### config.mk
export PLATFORM = sky130hd
export DESIGN_NAME = led_open_fault_mon
export DESIGN_NICKNAME = d
export VERILOG_FILES = /design/src/rtl/led_open_pkg.sv /design/src/rtl/lod_settle_timer.sv /design/src/rtl/lod_status_capture.sv /design/src/rtl/lod_fault_gen.sv /design/src/rtl/led_open_fault_mon.sv
export SDC_FILE = /design/constraint.sdc
export NUM_CORES = 1
export LEC_CHECK = 0
export ABC_AREA = 1
export BUFFER_PORTS_ARGS = -buffer_cell sky130_fd_sc_hd__buf_2
export CORE_MARGIN = 2
export CORE_UTILIZATION = 47
export DETAILED_ROUTE_END_ITERATION = 7
export GPL_ROUTABILITY_DRIVEN = 0
export PLACE_DENSITY = 0.79
export SYNTH_ARGS = -nofsm -noshare
export SYNTH_HDL_FRONTEND = slang
export SYNTH_HIERARCHICAL = 1
export SYNTH_SLANG_ARGS = --single-unit
### constraint.sdc
create_clock -name clk -period 1.88 [get_ports clk]
set_input_delay 0 -clock clk [delete_from_list [all_inputs] [get_ports clk]]
set_output_delay 0 -clock clk [all_outputs]
set_load 0.005 [all_outputs]
### src/rtl/led_open_pkg.sv
// led_open_pkg
// Shared constants and helpers for the open-load monitor.
// Assumes: channel count and timing counts are small positive integers.
package led_open_pkg;

    // Default channel count and stagger timing, in system clocks.
    localparam int unsigned DEF_CHANNELS    = 16;
    localparam int unsigned DEF_STAGGER_CYC = 2;
    localparam int unsigned DEF_SETTLE_CYC  = 4;

    // Cycles from strobe to snapshot: last channel's stagger plus settle time.
    function automatic int unsigned sample_delay(input int unsigned ch,
                                                 input int unsigned stag,
                                                 input int unsigned settle);
        return stag * (ch - 1) + settle;
    endfunction

endpackage

### src/rtl/lod_settle_timer.sv
// lod_settle_timer
// Counts a fixed settle window after each restart pulse and emits a
// one-cycle fire pulse on the cycle whose closing edge ends the window.
// Assumes: DLY_CYC >= 1. A restart always wins over a pending fire.
module lod_settle_timer #(
    parameter int unsigned DLY_CYC = 34
) (
    input  logic clk,
    input  logic rst_n,
    input  logic restart_i,
    output logic fire_o
);
    localparam int unsigned CW = $clog2(DLY_CYC + 1);
    localparam logic [CW-1:0] LOAD = CW'(DLY_CYC);
    localparam logic [CW-1:0] ONE  = CW'(1);

    logic [CW-1:0] cnt;
    logic          busy;

    // Load on restart, count down while busy, go idle at the last count.
    always_ff @(posedge clk) begin
        if (!rst_n) begin
            cnt  <= '0;
            busy <= 1'b0;
        end else if (restart_i) begin
            cnt  <= LOAD;
            busy <= 1'b1;
        end else if (busy) begin
            if (cnt == ONE) begin
                cnt  <= '0;
                busy <= 1'b0;
            end else begin
                cnt <= cnt - ONE;
            end
        end
    end

    // Fire on the final count unless a restart arrives in the same cycle.
    always_comb fire_o = busy && (cnt == ONE) && !restart_i;

    assert_fire_ends_R2: assert property (@(posedge clk) disable iff (!rst_n)
        fire_o |=> !busy);
    assert_cnt_bound_R2: assert property (@(posedge clk) disable iff (!rst_n)
        cnt <= LOAD);
    assert_restart_arms_R5: assert property (@(posedge clk) disable iff (!rst_n)
        restart_i |=> (busy && cnt == LOAD));
endmodule

### src/rtl/lod_status_capture.sv
// lod_status_capture
// Holds the pending open-load word. It clears on a hand-off strobe and
// loads the qualified detect vector on a sample pulse.
// Assumes: clear and sample are never both high (the timer guarantees it).
module lod_status_capture #(
    parameter int unsigned CHANNELS = 16
) (
    input  logic                clk,
    input  logic                rst_n,
    input  logic                clear_i,
    input  logic                sample_i,
    input  logic [CHANNELS-1:0] detect_i,
    output logic [CHANNELS-1:0] word_o
);
    // Pending word: zero after hand-off, snapshot after the window.
    always_ff @(posedge clk) begin
        if (!rst_n)        word_o <= '0;
        else if (clear_i)  word_o <= '0;
        else if (sample_i) word_o <= detect_i;
    end

    assert_no_overlap_R5: assert property (@(posedge clk) disable iff (!rst_n)
        !(clear_i && sample_i));
    assert_hold_R4: assert property (@(posedge clk) disable iff (!rst_n)
        (!clear_i && !sample_i) |=> $stable(word_o));
endmodule

### src/rtl/lod_fault_gen.sv
// lod_fault_gen
// Registers the combined fault indication from the live qualified
// open-load vector and the thermal flag. Output is active low.
// Assumes: the live vector is already gated by output enable and on state.
module lod_fault_gen #(
    parameter int unsigned CHANNELS = 16
) (
    input  logic                clk,
    input  logic                rst_n,
    input  logic                over_temp_i,
    input  logic [CHANNELS-1:0] live_open_i,
    output logic                fault_n_o
);
    // Pull low on any open channel or over-temperature, release otherwise.
    always_ff @(posedge clk) begin
        if (!rst_n) fault_n_o <= 1'b1;
        else        fault_n_o <= !(over_temp_i || (|live_open_i));
    end

    assert_thermal_fault_R6: assert property (@(posedge clk) disable iff (!rst_n)
        over_temp_i |=> !fault_n_o);
    assert_open_fault_R6: assert property (@(posedge clk) disable iff (!rst_n)
        (|live_open_i) |=> !fault_n_o);
endmodule

### src/rtl/led_open_fault_mon.sv
// led_open_fault_mon
// Top of the open-load monitor. It qualifies each channel's comparator
// with the enable and on state, snapshots the result one settle window
// after each latch strobe, and drives the active-low fault output.
// Assumes: latch_stb is a one-cycle pulse, chan_on already carries the
// new latched value in the strobe cycle, and strobes are spaced more than
// SAMPLE_DLY cycles apart when a snapshot is wanted.
module led_open_fault_mon #(
    parameter int unsigned CHANNELS    = led_open_pkg::DEF_CHANNELS,
    parameter int unsigned STAGGER_CYC = led_open_pkg::DEF_STAGGER_CYC,
    parameter int unsigned SETTLE_CYC  = led_open_pkg::DEF_SETTLE_CYC
) (
    input  logic                clk,
    input  logic                rst_n,
    input  logic                latch_stb,
    input  logic                oe_n,
    input  logic [CHANNELS-1:0] chan_on,
    input  logic [CHANNELS-1:0] out_low,
    input  logic                over_temp,
    output logic [CHANNELS-1:0] lod_word,
    output logic                fault_n
);
    localparam int unsigned SAMPLE_DLY =
        led_open_pkg::sample_delay(CHANNELS, STAGGER_CYC, SETTLE_CYC);

    logic [CHANNELS-1:0] live_open;
    logic                sample_fire;

    // Per-channel qualification: enabled, switched on, output below threshold.
    for (genvar ch = 0; ch < CHANNELS; ch++) begin : g_qual
        always_comb live_open[ch] = !oe_n && chan_on[ch] && out_low[ch];
    end

    lod_settle_timer #(.DLY_CYC(SAMPLE_DLY)) timer_i (
        .clk       (clk),
        .rst_n     (rst_n),
        .restart_i (latch_stb),
        .fire_o    (sample_fire)
    );

    lod_status_capture #(.CHANNELS(CHANNELS)) capture_i (
        .clk      (clk),
        .rst_n    (rst_n),
        .clear_i  (latch_stb),
        .sample_i (sample_fire),
        .detect_i (live_open),
        .word_o   (lod_word)
    );

    lod_fault_gen #(.CHANNELS(CHANNELS)) fault_i (
        .clk         (clk),
        .rst_n       (rst_n),
        .over_temp_i (over_temp),
        .live_open_i (live_open),
        .fault_n_o   (fault_n)
    );

    assert_handoff_clear_R5: assert property (@(posedge clk) disable iff (!rst_n)
        latch_stb |=> (lod_word == '0));
    assert_only_on_bits_R3: assert property (@(posedge clk) disable iff (!rst_n)
        sample_fire |=> ((lod_word & ~$past(chan_on)) == '0));
    assert_oe_snapshot_R7: assert property (@(posedge clk) disable iff (!rst_n)
        (sample_fire && oe_n) |=> (lod_word == '0));
    assert_oe_mask_R7: assert property (@(posedge clk) disable iff (!rst_n)
        (oe_n && !over_temp) |=> fault_n);
endmodule

### After elaboration in Yosys (flattened, before gate mapping)

Index checks and enable logic that the tools add are counted.

* word-level logic and storage cells: 55
* flip-flop bits (word level): 24
* input bits: 37

* $add $sub $neg: 1
* equal/unequal tests: 1
* muxes and demuxes: 6
* bitwise logic cells: 1
* reduce and logical (&&, ||, !) cells: 41

Operators by type and width (number)
* logical AND 1 bit: 34
* 2-to-1 mux 6 bit: 3
* OR reduction 16 bit: 1
* equality test 6 x 1 -> 1 bit (second input constant): 1
* subtractor 6 x 1 -> 6 bit (second input constant): 1
* logical NOT 1 bit: 3
* 2-to-1 mux 1 bit: 3
* nonzero test 2 bit: 1
* OR reduction 2 bit: 1
* logical OR 1 bit: 1
* NOT 1 bit: 1

### Depth between registers and ports, before layout

Gate-level depths: netlist (run 1).

* depth after elaboration: 6
* depth in mapped cells: 9
* mapped depth without buffers: 7

### Hierarchy

Netlist (run 1), hierarchy kept.

By module, submodules not included
* lod_status_capture: instances 1, cells an instance 71, area each 666.9 µm², sequential area each 320.3 µm²
* lod_settle_timer: instances 1, cells an instance 49, area each 356.6 µm², sequential area each 140.1 µm²
* led_open_fault_mon: instances 1, cells an instance 34, area each 153.9 µm², sequential area each 0.0 µm²
* lod_fault_gen: instances 1, cells an instance 18, area each 85.1 µm², sequential area each 20.0 µm²

### Worst setup path before layout (run 1)

No wires, ideal clock.

* path type: register to register
* start point: reg timer_i.cnt[1]
* end point: reg capture_i.word_o[10]
* library setup time: 0.125 ns
* setup slack: 0.524 ns
* required time: 1.755 ns
* clock period less this slack: 1.356 ns
* arrival time: 1.231 ns
* stages on the path, launching flop included: 10
* path through: dfxtp_1 > inv_1 > ha_1 > nand3_2 > nor3_1 > buf_6 > inv_8 > buf_12 > nand2_2 > a21oi_2

* word-level cells in the longest chain between the ends: 3

Ends and longest elaborated chain
* start: declaration: line lod_settle_timer.sv:17 `logic [CW-1:0] cnt;`
* start signal: assignment: line lod_settle_timer.sv:33 `cnt <= cnt - ONE;`
* equality test 6 x 1 -> 1 bit: line lod_settle_timer.sv:39 `always_comb fire_o = busy && (cnt == ONE) && !restart_i;`
* logical AND 1 bit (2 in a row): line lod_settle_timer.sv:39
* named net sample_fire: line led_open_fault_mon.sv:27 `logic sample_fire;`
* end signal: assignment: line lod_status_capture.sv:19 `else if (sample_i) word_o <= detect_i;`
* end: declaration: line lod_status_capture.sv:13 `output logic [CHANNELS-1:0] word_o`

The timed path passes the listed nets, and every way through them passes these cells.
A chain may end at the register's enable or synchronous reset.

### Worst setup path in the final report (run 1)

* start point: reg timer_i.cnt[1]
* end point: reg capture_i.word_o[15]

Same word-level chain as after synthesis.

==> results of run 1 <==
-- kinds of logic (layout without fill, tap and decap cells) --
| family | count (synthesis) | after routing | synth area share |
|---|---|---|---|
| AOI/OAI and AO/OA | 25 | 25 | 0.1318 |
| DFF | 24 | 24 | 0.3806 |
| xor gates and xnor gates | 2 | 2 | 0.01388 |
| buffers and inverters | 17 | 78 | 0.09712 |
| and+or+nand+nor | 102 | 102 | 0.3568 |
| adders and majority gates | 2 | 2 | 0.01982 |
-- registers in the layout, summed over array words and instances (netlist names) --
name and cells:
timer_i/cnt 6, timer_i/busy 1, capture_i/word_o 16, fault_i/fault_n_o 1
-- worst max-delay path, delay by kind of cell, from the launching register on --
| kind | cells | cell delay, ns |
|---|---|---|
| AO/OA/AOI/OAI | 1 | 0.05 |
| adder cells (fa/ha/maj) | 1 | 0.16 |
| buffers and inverters | 3 | 0.35 |
| flip-flops | 1 | 0.33 |
| AND/OR/NAND/NOR | 3 | 0.44 |
-- synthesized netlist by cell type --
master,count
nand2_1,49
nor2_1,31
dfxtp_1,24
a21oi_1,11
a21oi_2,10
inv_1,10
nand2_2,8
nand3_1,4
buf_6,3
nand2_4,3
nor2_2,3
o21ai_0,3
ha_1,2
xor2_1,2
buf_12,1
buf_2,1
buf_8,1
inv_8,1
nand3_2,1
nand4_1,1
nor3_1,1
o21ai_2,1
or2_0,1
-- layout make-up --
type / count / share of cell area
clock buffers: 3 / 0.01357
multi-input cells: 131 / 0.4005
clock inverters: 1 / 0.01810
flip-flops and latches: 24 / 0.2896
well taps: 30 / 0.02262
inverters: 11 / 0.02941
repair buffers: 63 / 0.2262
-- metrics by stage --
stage               area (sq um)  power (uW)
floorplan                   1262       625.7
global placement            1516       673.9
detailed placement          1516       675.6
CTS                         1659        1071
global route                1659        1114
finish                      1659        1059
-- routing by layer --
metal / vias up / routed length (microns) / GRT usage
met5: - / 0 / 0
met4: 0 / 34 / 0.06122
met3: 5 / 223 / 0.05349
met2: 45 / 1387 / 0.3418
met1: 528 / 1219 / 0.2361
li1: 662 / - / -
-- what timing repair did --
action / CTS / global route
endpoints found under the setup margin: 0 / 0
hold endpoints to repair: 8 / 0
hold buffers: 9 / 0
setup buffers: 0 / 0
-- power breakdown --
part	internal, uW	switching, uW
clock	216	165
sequential	520	8.41
combinational	72.2	78.4
-- worst max-delay path by stage --
stage | start | to | slack, ns | cells past startpoint
floorplan | timer_i/cnt[1] | capture_i/word_o[10] | 0.52 | 9
global placement | timer_i/cnt[1] | capture_i/word_o[12] | 0.48 | 8
detailed placement | timer_i/cnt[1] | capture_i/word_o[15] | 0.44 | 8
CTS | timer_i/cnt[1] | capture_i/word_o[15] | 0.43 | 8
global route | timer_i/cnt[1] | capture_i/word_o[0] | 0.27 | 8
finish | timer_i/cnt[1] | capture_i/word_o[15] | 0.43 | 8
==> results.json, run 1 <==
{
  "synth-seq-area-share": 0.3806,
  "synthDistinctLibCells": 23,
  "setup-tns-final_ns": 0,
  "synth.top_cell.area_share": 0.3806,
  "rsz0062_at_grt": "false",
  "io_pins": 54,
  "max_slew_margin": 0.7293,
  "numCtsBuffers": 3,
  "drt_wl_total_mm": 2.865,
  "status": "finished clean",
  "crit_chain": "inv_1, ha_1, nand3_2, nor3_2, buf_12, inv_8, nand2_1, a21oi_1",
  "die_h_microns": 55.83,
  "worstSetupStartpointType": "flip-flop",
  "postRouteAntennaNets": 0,
  "slowest_delay_ns": 0.33,
  "grt.overflow.total": 0,
  "first_pass_iters": 4,
  "slowest_stage": "dfxtp_1",
  "fin_ws_ns": 0.4295,
  "h-tree-depth": 1,
  "netlist_top_cells_area": "dfxtp_1, nand2_1, nor2_1, a21oi_2, a21oi_1",
  "grt_max_degree": 17,
  "cts_root_buf": "clkbuf_4",
  "path_class": "reg -> reg",
  "hold_viol_final": 0,
  "tightest_slew_ns": 0.4046,
  "dp_hpwl_mm": 2.128,
  "drc": 0,
  "final_cell_mix": "buf_2, nand2_1, nor2_1",
  "endpoint_kind": "flip-flop",
  "syn2layout_area_growth_pct": 31.42,
  "dr_total_vias": 1240,
  "antenna_found_initial": 0,
  "hold_depth": 5,
  "row_count": 18,
  "synth_top_area_cell": "dfxtp_1",
  "multi_input_area_sq_um": 664.4,
  "synth-seq-cells": 24,
  "mostFrequentLayoutCell": "buf_2",
  "synth_nets": 211,
  "nNetsFinal": 273,
  "cp.required_ns": 2.09,
  "track_usage": 0.1969,
  "cp_data_arrival_time_ns": 1.66,
  "clk_latency_ns": 0.33,
  "max_freq_ghz": 0.6894,
  "grt_pass1_wl_mm": 4.892,
  "viasPerCell": 4.715,
  "avgSynthCellArea_sq_um": 7.340,
  "synth_cells": 172,
  "period_minus_slack_ns": 1.451,
  "cts_tree": "built",
  "p_leak_uw": 0.0007490,
  "worst_clock_skew_ns": 0.01499,
  "dp_cells": 250,
  "wire_per_inst_microns": 10.89,
  "period_share": 0.7716,
  "fin_cells": 263,
  "cts_sinks": 24,
  "ff2ff_setup_slack_ns": 0.43,
  "setup_violations": 0,
  "portBuffers": 53,
  "finalMaxSlewViolations": 0,
  "min_to": "capture_i/word_o[11]",
  "path_max_fanout": 16,
  "dieArea_sq_mm": 0.003116,
  "post-place-ws_ns": 0.4407,
  "ys_warn_count": 6,
  "fill_cells": 229,
  "antenna_cells": 0,
  "netlist_area_sq_mm": 0.001262,
  "layout-drive-gt1-share": 0.3691,
  "r2r-start": "timer_i/cnt[1]",
  "die_x_microns": 55.83,
  "cts_resized": 0,
  "whs_ns": 0.001970,
  "drt_iter0_drc": 38,
  "hp-start": "chan_on[11]",
  "hold_path_class": "in -> reg",
  "clk_pin_slew_ns": 0.14,
  "seqCellArea_sq_um": 480.5,
  "drv_cap": 0,
  "core_sq_mm": 0.002522,
  "rr_worst_depth": 8,
  "grt_pass1_vias": 1173,
  "initial_core_util": 0.5005,
  "power_density_mw_per_mm2": 638.6,
  "r2r-end": "capture_i/word_o[15]",
  "clk_path_buf_depth": 2,
  "post-route-util": 0.6577,
  "ir_drop_v": 0.0006515
}
No activity file was read; power rests on OpenSTA's default activity.
==> inputs of run 2 (changes only) <==
==> constraint.sdc (replaced) <==
create_clock -name clk -period 1.5 [get_ports clk]
set_input_delay 0 -clock clk [delete_from_list [all_inputs] [get_ports clk]]
set_output_delay 0 -clock clk [all_outputs]
set_load 0.005 [all_outputs]
==> results.json, run 2 (synthesized netlist as in run 1, its figures left out) <==
{
  "status": "finished clean",
  "grtUsageMet3": 0.02093,
  "row_count": 18,
  "dp_cells": 252,
  "max_freq_ghz": 0.7157,
  "hp-start": "chan_on[12]",
  "drv_cap": 0,
  "dr_total_vias": 1243,
  "cts_sinks": 24,
  "nNetsFinal": 269,
  "antenna_cells": 0,
  "numCtsBuffers": 3,
  "cp.required_ns": 1.75,
  "path_max_fanout": 7,
  "dp_hpwl_mm": 2.223,
  "drt_wl_total_mm": 2.943,
  "portBuffers": 53,
  "top_register": "capture_i/word_o",
  "clk_latency_ns": 0.31,
  "startpoint": "timer_i/cnt[1]",
  "grt_util_met2": 0.3299,
  "h-tree-depth": 1,
  "finalMaxSlewViolations": 0,
  "period_share": 0.9315,
  "r2r-start": "timer_i/cnt[1]",
  "final_cell_mix": "buf_2, nand2_1, nor2_1",
  "path_class": "reg -> reg",
  "layout-drive-gt1-share": 0.4105,
  "viasPerCell": 4.799,
  "die_x_microns": 55.83,
  "r2r-end": "capture_i/word_o[7]",
  "cp_data_arrival_time_ns": 1.65,
  "worst_clock_skew_ns": 0.009143,
  "clk_pin_slew_ns": 0.14,
  "cts_tree": "built",
  "grt_pass1_vias": 1178,
  "hold_viol_final": 0,
  "power_uw": 1195,
  "clk_path_buf_depth": 2,
  "initial_core_util": 0.5005,
  "postRouteAntennaNets": 0,
  "grt.overflow.total": 0,
  "top_regs": "capture_i/word_o: 16 flops, timer_i/cnt: 6 flops",
  "p_leak_uw": 0.0007437,
  "ir_drop_v": 0.0005254,
  "drt_iter0_drc": 21,
  "setup_violations": 0,
  "ff2ff_setup_slack_ns": 0.10,
  "period_minus_slack_ns": 1.397,
  "whs_ns": 0.01316,
  "syn2layout_area_growth_pct": 30.33,
  "cts_root_buf": "clkbuf_4",
  "dieArea_sq_mm": 0.003116,
  "busiest_layer": "met2",
  "die_h_microns": 55.83,
  "io_pins": 54,
  "cts_setup_buffers": 0,
  "worstSetupStartpointType": "flip-flop",
  "tightest_slew_ns": 0.4307,
  "core_sq_mm": 0.002522,
  "track_usage": 0.1859,
  "cp-endpoint": "capture_i/word_o[7]",
  "rr_worst_depth": 7,
  "first_pass_iters": 4,
  "fin_cells": 259,
  "setup-tns-final_ns": 0,
  "grtUsageMet1": 0.2364,
  "endpoint_kind": "flip-flop",
  "grt_pass1_wl_mm": 4.802,
  "mostFrequentLayoutCell": "buf_2",
  "max_slew_margin": 0.7119,
  "largest_reg_flops": 16,
  "hold_path_class": "in -> reg",
  "antenna_found_initial": 0,
  "power_density_mw_per_mm2": 726.4,
  "grt_max_degree": 17,
  "wire_per_inst_microns": 11.36,
  "drc": 0
}
## run 2: stage by stage
stage	cell area, sq um	setup WS, ns	utilization
floorplan	1262	0.1440	-
global placement	1531	0.1381	0.6071
detailed placement	1531	0.09096	0.6071
CTS	1588	0.07911	0.6295
global route	1645	-0.01103	0.6523
finish	1645	0.1027	0.6523
## run 2: critical path, cell delays in order, from the launching register on
cell	delay (ns)
dfxtp_2	0.35
inv_2	0.08
ha_4	0.14
nand3_4	0.10
nor3_4	0.26
clkbuf_16	0.21
nand2_1	0.07
a21oi_2	0.14
## run 2: final cells by class
class	count	area, sq um
fill	247	877.1
multi-input combinational	131	695.7
sequential	24	481.7
timing repair buffer	59	345.3
inverter	11	48.80
tap	30	37.54
clock buffer	4	36.28
## run 2: worst min-delay path by stage
stage | to | cells after the start
after floorplan | fault_i/fault_n_o | 1
after global placement | fault_i/fault_n_o | 2
after detailed placement | fault_i/fault_n_o | 2
after CTS | capture_i/word_o[12] | 5
after global routing | capture_i/word_o[2] | 5
final | capture_i/word_o[12] | 5
## run 2: timing repair
item | CTS | global route
hold endpoints to repair | 4 | 0
setup endpoints to repair | 0 | 16
hold buffers | 2 | 0
gates resized for setup | 0 | 8
## run 2: where the power goes
group | internal [uW] | total, uW | switching [uW]
registers | 652 | 663 | 11.1
logic | 84.7 | 192 | 107
clock network | 148 | 341 | 193
## run 2: per-layer routing
layer / share of wire / wire length [microns]
met1: 0.45 / 1326
met2: 0.49 / 1440
met3: 0.053 / 155
met4: 0.0071 / 21
met5: 0 / 0
==> inputs of run 3 (changes only) <==
--- a/config.mk
+++ b/config.mk
@@ -6,12 +6,12 @@
 export NUM_CORES = 1
 export LEC_CHECK = 0
 export ABC_AREA = 1
-export BUFFER_PORTS_ARGS = -buffer_cell sky130_fd_sc_hd__buf_2
 export CORE_MARGIN = 2
-export CORE_UTILIZATION = 47
+export CORE_UTILIZATION = 61
 export DETAILED_ROUTE_END_ITERATION = 7
+export DONT_BUFFER_PORTS = 1
 export GPL_ROUTABILITY_DRIVEN = 0
-export PLACE_DENSITY = 0.79
+export PLACE_DENSITY = 0.77
 export SYNTH_ARGS = -nofsm -noshare
 export SYNTH_HDL_FRONTEND = slang
 export SYNTH_HIERARCHICAL = 1
==> results.json, run 3 (synthesized netlist as in run 1, its figures left out) <==
{
  "status": "finished clean",
  "period_share": 0.9485,
  "hold_viol_final": 0,
  "mostFrequentLayoutCell": "nand2_1",
  "grt_max_degree": 17,
  "io_pins": 54,
  "clk_pin_slew_ns": 0.14,
  "place_area_sq_mm": 0.001242,
  "worstSetupStartpointType": "flip-flop",
  "core_sq_mm": 0.001962,
  "cp.required_ns": 1.69,
  "finalMaxSlewViolations": 0,
  "crit_chain": "ha_4, nand3_4, nor3_4, buf_6, inv_8, nand2_1, a21oi_1",
  "max_slew_margin": 0.7177,
  "antenna_found_initial": 0,
  "max_freq_ghz": 0.7029,
  "slowest_delay_ns": 0.42,
  "first_pass_iters": 4,
  "drv_cap": 0,
  "dp_cells": 195,
  "grtUsageMet1": 0.3064,
  "portBuffers": 0,
  "period_minus_slack_ns": 1.423,
  "grt_util_met2": 0.5405,
  "power_density_mw_per_mm2": 747.9,
  "cts_root_buf": "clkbuf_4",
  "cts_tree": "built",
  "grtUsageMet3": 0.06364,
  "initial_core_util": 0.6435,
  "clk_latency_ns": 0.32,
  "post-route-util": 0.8157,
  "p_leak_uw": 0.0006437,
  "h-tree-depth": 1,
  "top_register": "capture_i/word_o",
  "wire_per_inst_microns": 14.15,
  "ir_drop_v": 0.0006541,
  "grt.overflow.total": 0,
  "setup-tns-final_ns": 0,
  "multi_input_area_sq_um": 695.7,
  "hold_path_class": "in -> reg",
  "dr_total_vias": 1241,
  "busiest_layer": "met2",
  "endpoint_kind": "flip-flop",
  "slowest_stage": "dfxtp_1",
  "cts_sinks": 24,
  "cts_setup_buffers": 0,
  "grt_pass1_vias": 1255,
  "drt_wl_total_mm": 3.213,
  "cp_data_arrival_time_ns": 1.61,
  "layout-drive-gt1-share": 0.1900,
  "antenna_cells": 0,
  "seqCellArea_sq_um": 480.5,
  "path_max_fanout": 16,
  "setup_violations": 0,
  "worst_clock_skew_ns": 0.005066,
  "path_class": "reg -> reg",
  "viasPerCell": 5.467,
  "dp_hpwl_mm": 1.929,
  "syn2layout_area_growth_pct": 26.76,
  "die_x_microns": 49.49,
  "fill_cells": 119,
  "postRouteAntennaNets": 0,
  "track_usage": 0.2837,
  "nNetsFinal": 240,
  "clk_path_buf_depth": 2,
  "drt_iter0_drc": 36,
  "tightest_slew_ns": 0.4219,
  "die_h_microns": 49.49,
  "top_regs": "capture_i/word_o: 16 flops, timer_i/cnt: 6 flops",
  "final_area_sq_mm": 0.001600,
  "numCtsBuffers": 3,
  "row_count": 16,
  "final_cell_mix": "nand2_1, nor2_1, dlygate4sd3_1",
  "drc": 0,
  "fin_cells": 227,
  "dieArea_sq_mm": 0.002449,
  "largest_reg_flops": 16,
  "grt_pass1_wl_mm": 5.368
}
run 3: cell count changes in the layout (fill, tap and decap cells not counted), moves of 2 or more:
cell,before,now
buf_2,53,0
dlygate4sd3_1,2,27
buf_4,2,0
buf_6,0,2
run 3: power breakdown:
group / internal [uW] / switching [uW]
clock network: 148 / 201
registers: 651 / 14.4
logic: 86.9 / 95.4
total: 886 / 310
run 3: area by class of cell:
cell class,count,area share
multi-input combinational,131,0.4347
clock buffer,4,0.02267
sequential,24,0.3002
tap,27,0.02111
timing repair buffer,30,0.1908
inverter,11,0.03049
run 3: metal layers:
metal | vias to the layer above | share of wire
met1 | 565 | 0.38
met2 | 67 | 0.52
met3 | 12 | 0.072
met4 | 0 | 0.024
met5 | - | 0
li1 | 597 | -
run 3: final timing paths:
path                                          start                    to  slack [ns]  cells past startpoint
worst max-delay path                 timer_i/cnt[0]  capture_i/word_o[13]        0.08                      7
worst min register to register  capture_i/word_o[3]   capture_i/word_o[3]        0.49                      2
worst min-delay path                          rst_n   capture_i/word_o[3]        0.06                      2
worst max register to register       timer_i/cnt[0]  capture_i/word_o[13]        0.08                      7
run 3: worst max-delay path: cells and delay by family, from the launching register on:
kind / cells / cell delay, ns
AOI/OAI and AO/OA: 1 / 0.08
DFF: 1 / 0.42
buffers and inverters: 2 / 0.25
and+or+nand+nor: 3 / 0.39
adders and majority gates: 1 / 0.16
run 3: through the flow:
step | setup WS, ns | power [uW] | hold slack, ns
after floorplan | 0.1440 | 784.2 | 0.06876
after global placement | 0.1956 | 788.4 | 0.07148
after detailed placement | 0.1113 | 792.1 | 0.07289
after CTS | 0.03474 | 1174 | 0.01767
after global routing | -0.001167 | 1243 | 0.08680
final | 0.07728 | 1197 | 0.06131
run 3: what timing repair did:
action                                  CTS  global route
hold buffers                             27             1
hold endpoints to repair                 24             5
endpoints found under the setup margin    0             9
gates resized for setup                   0            10
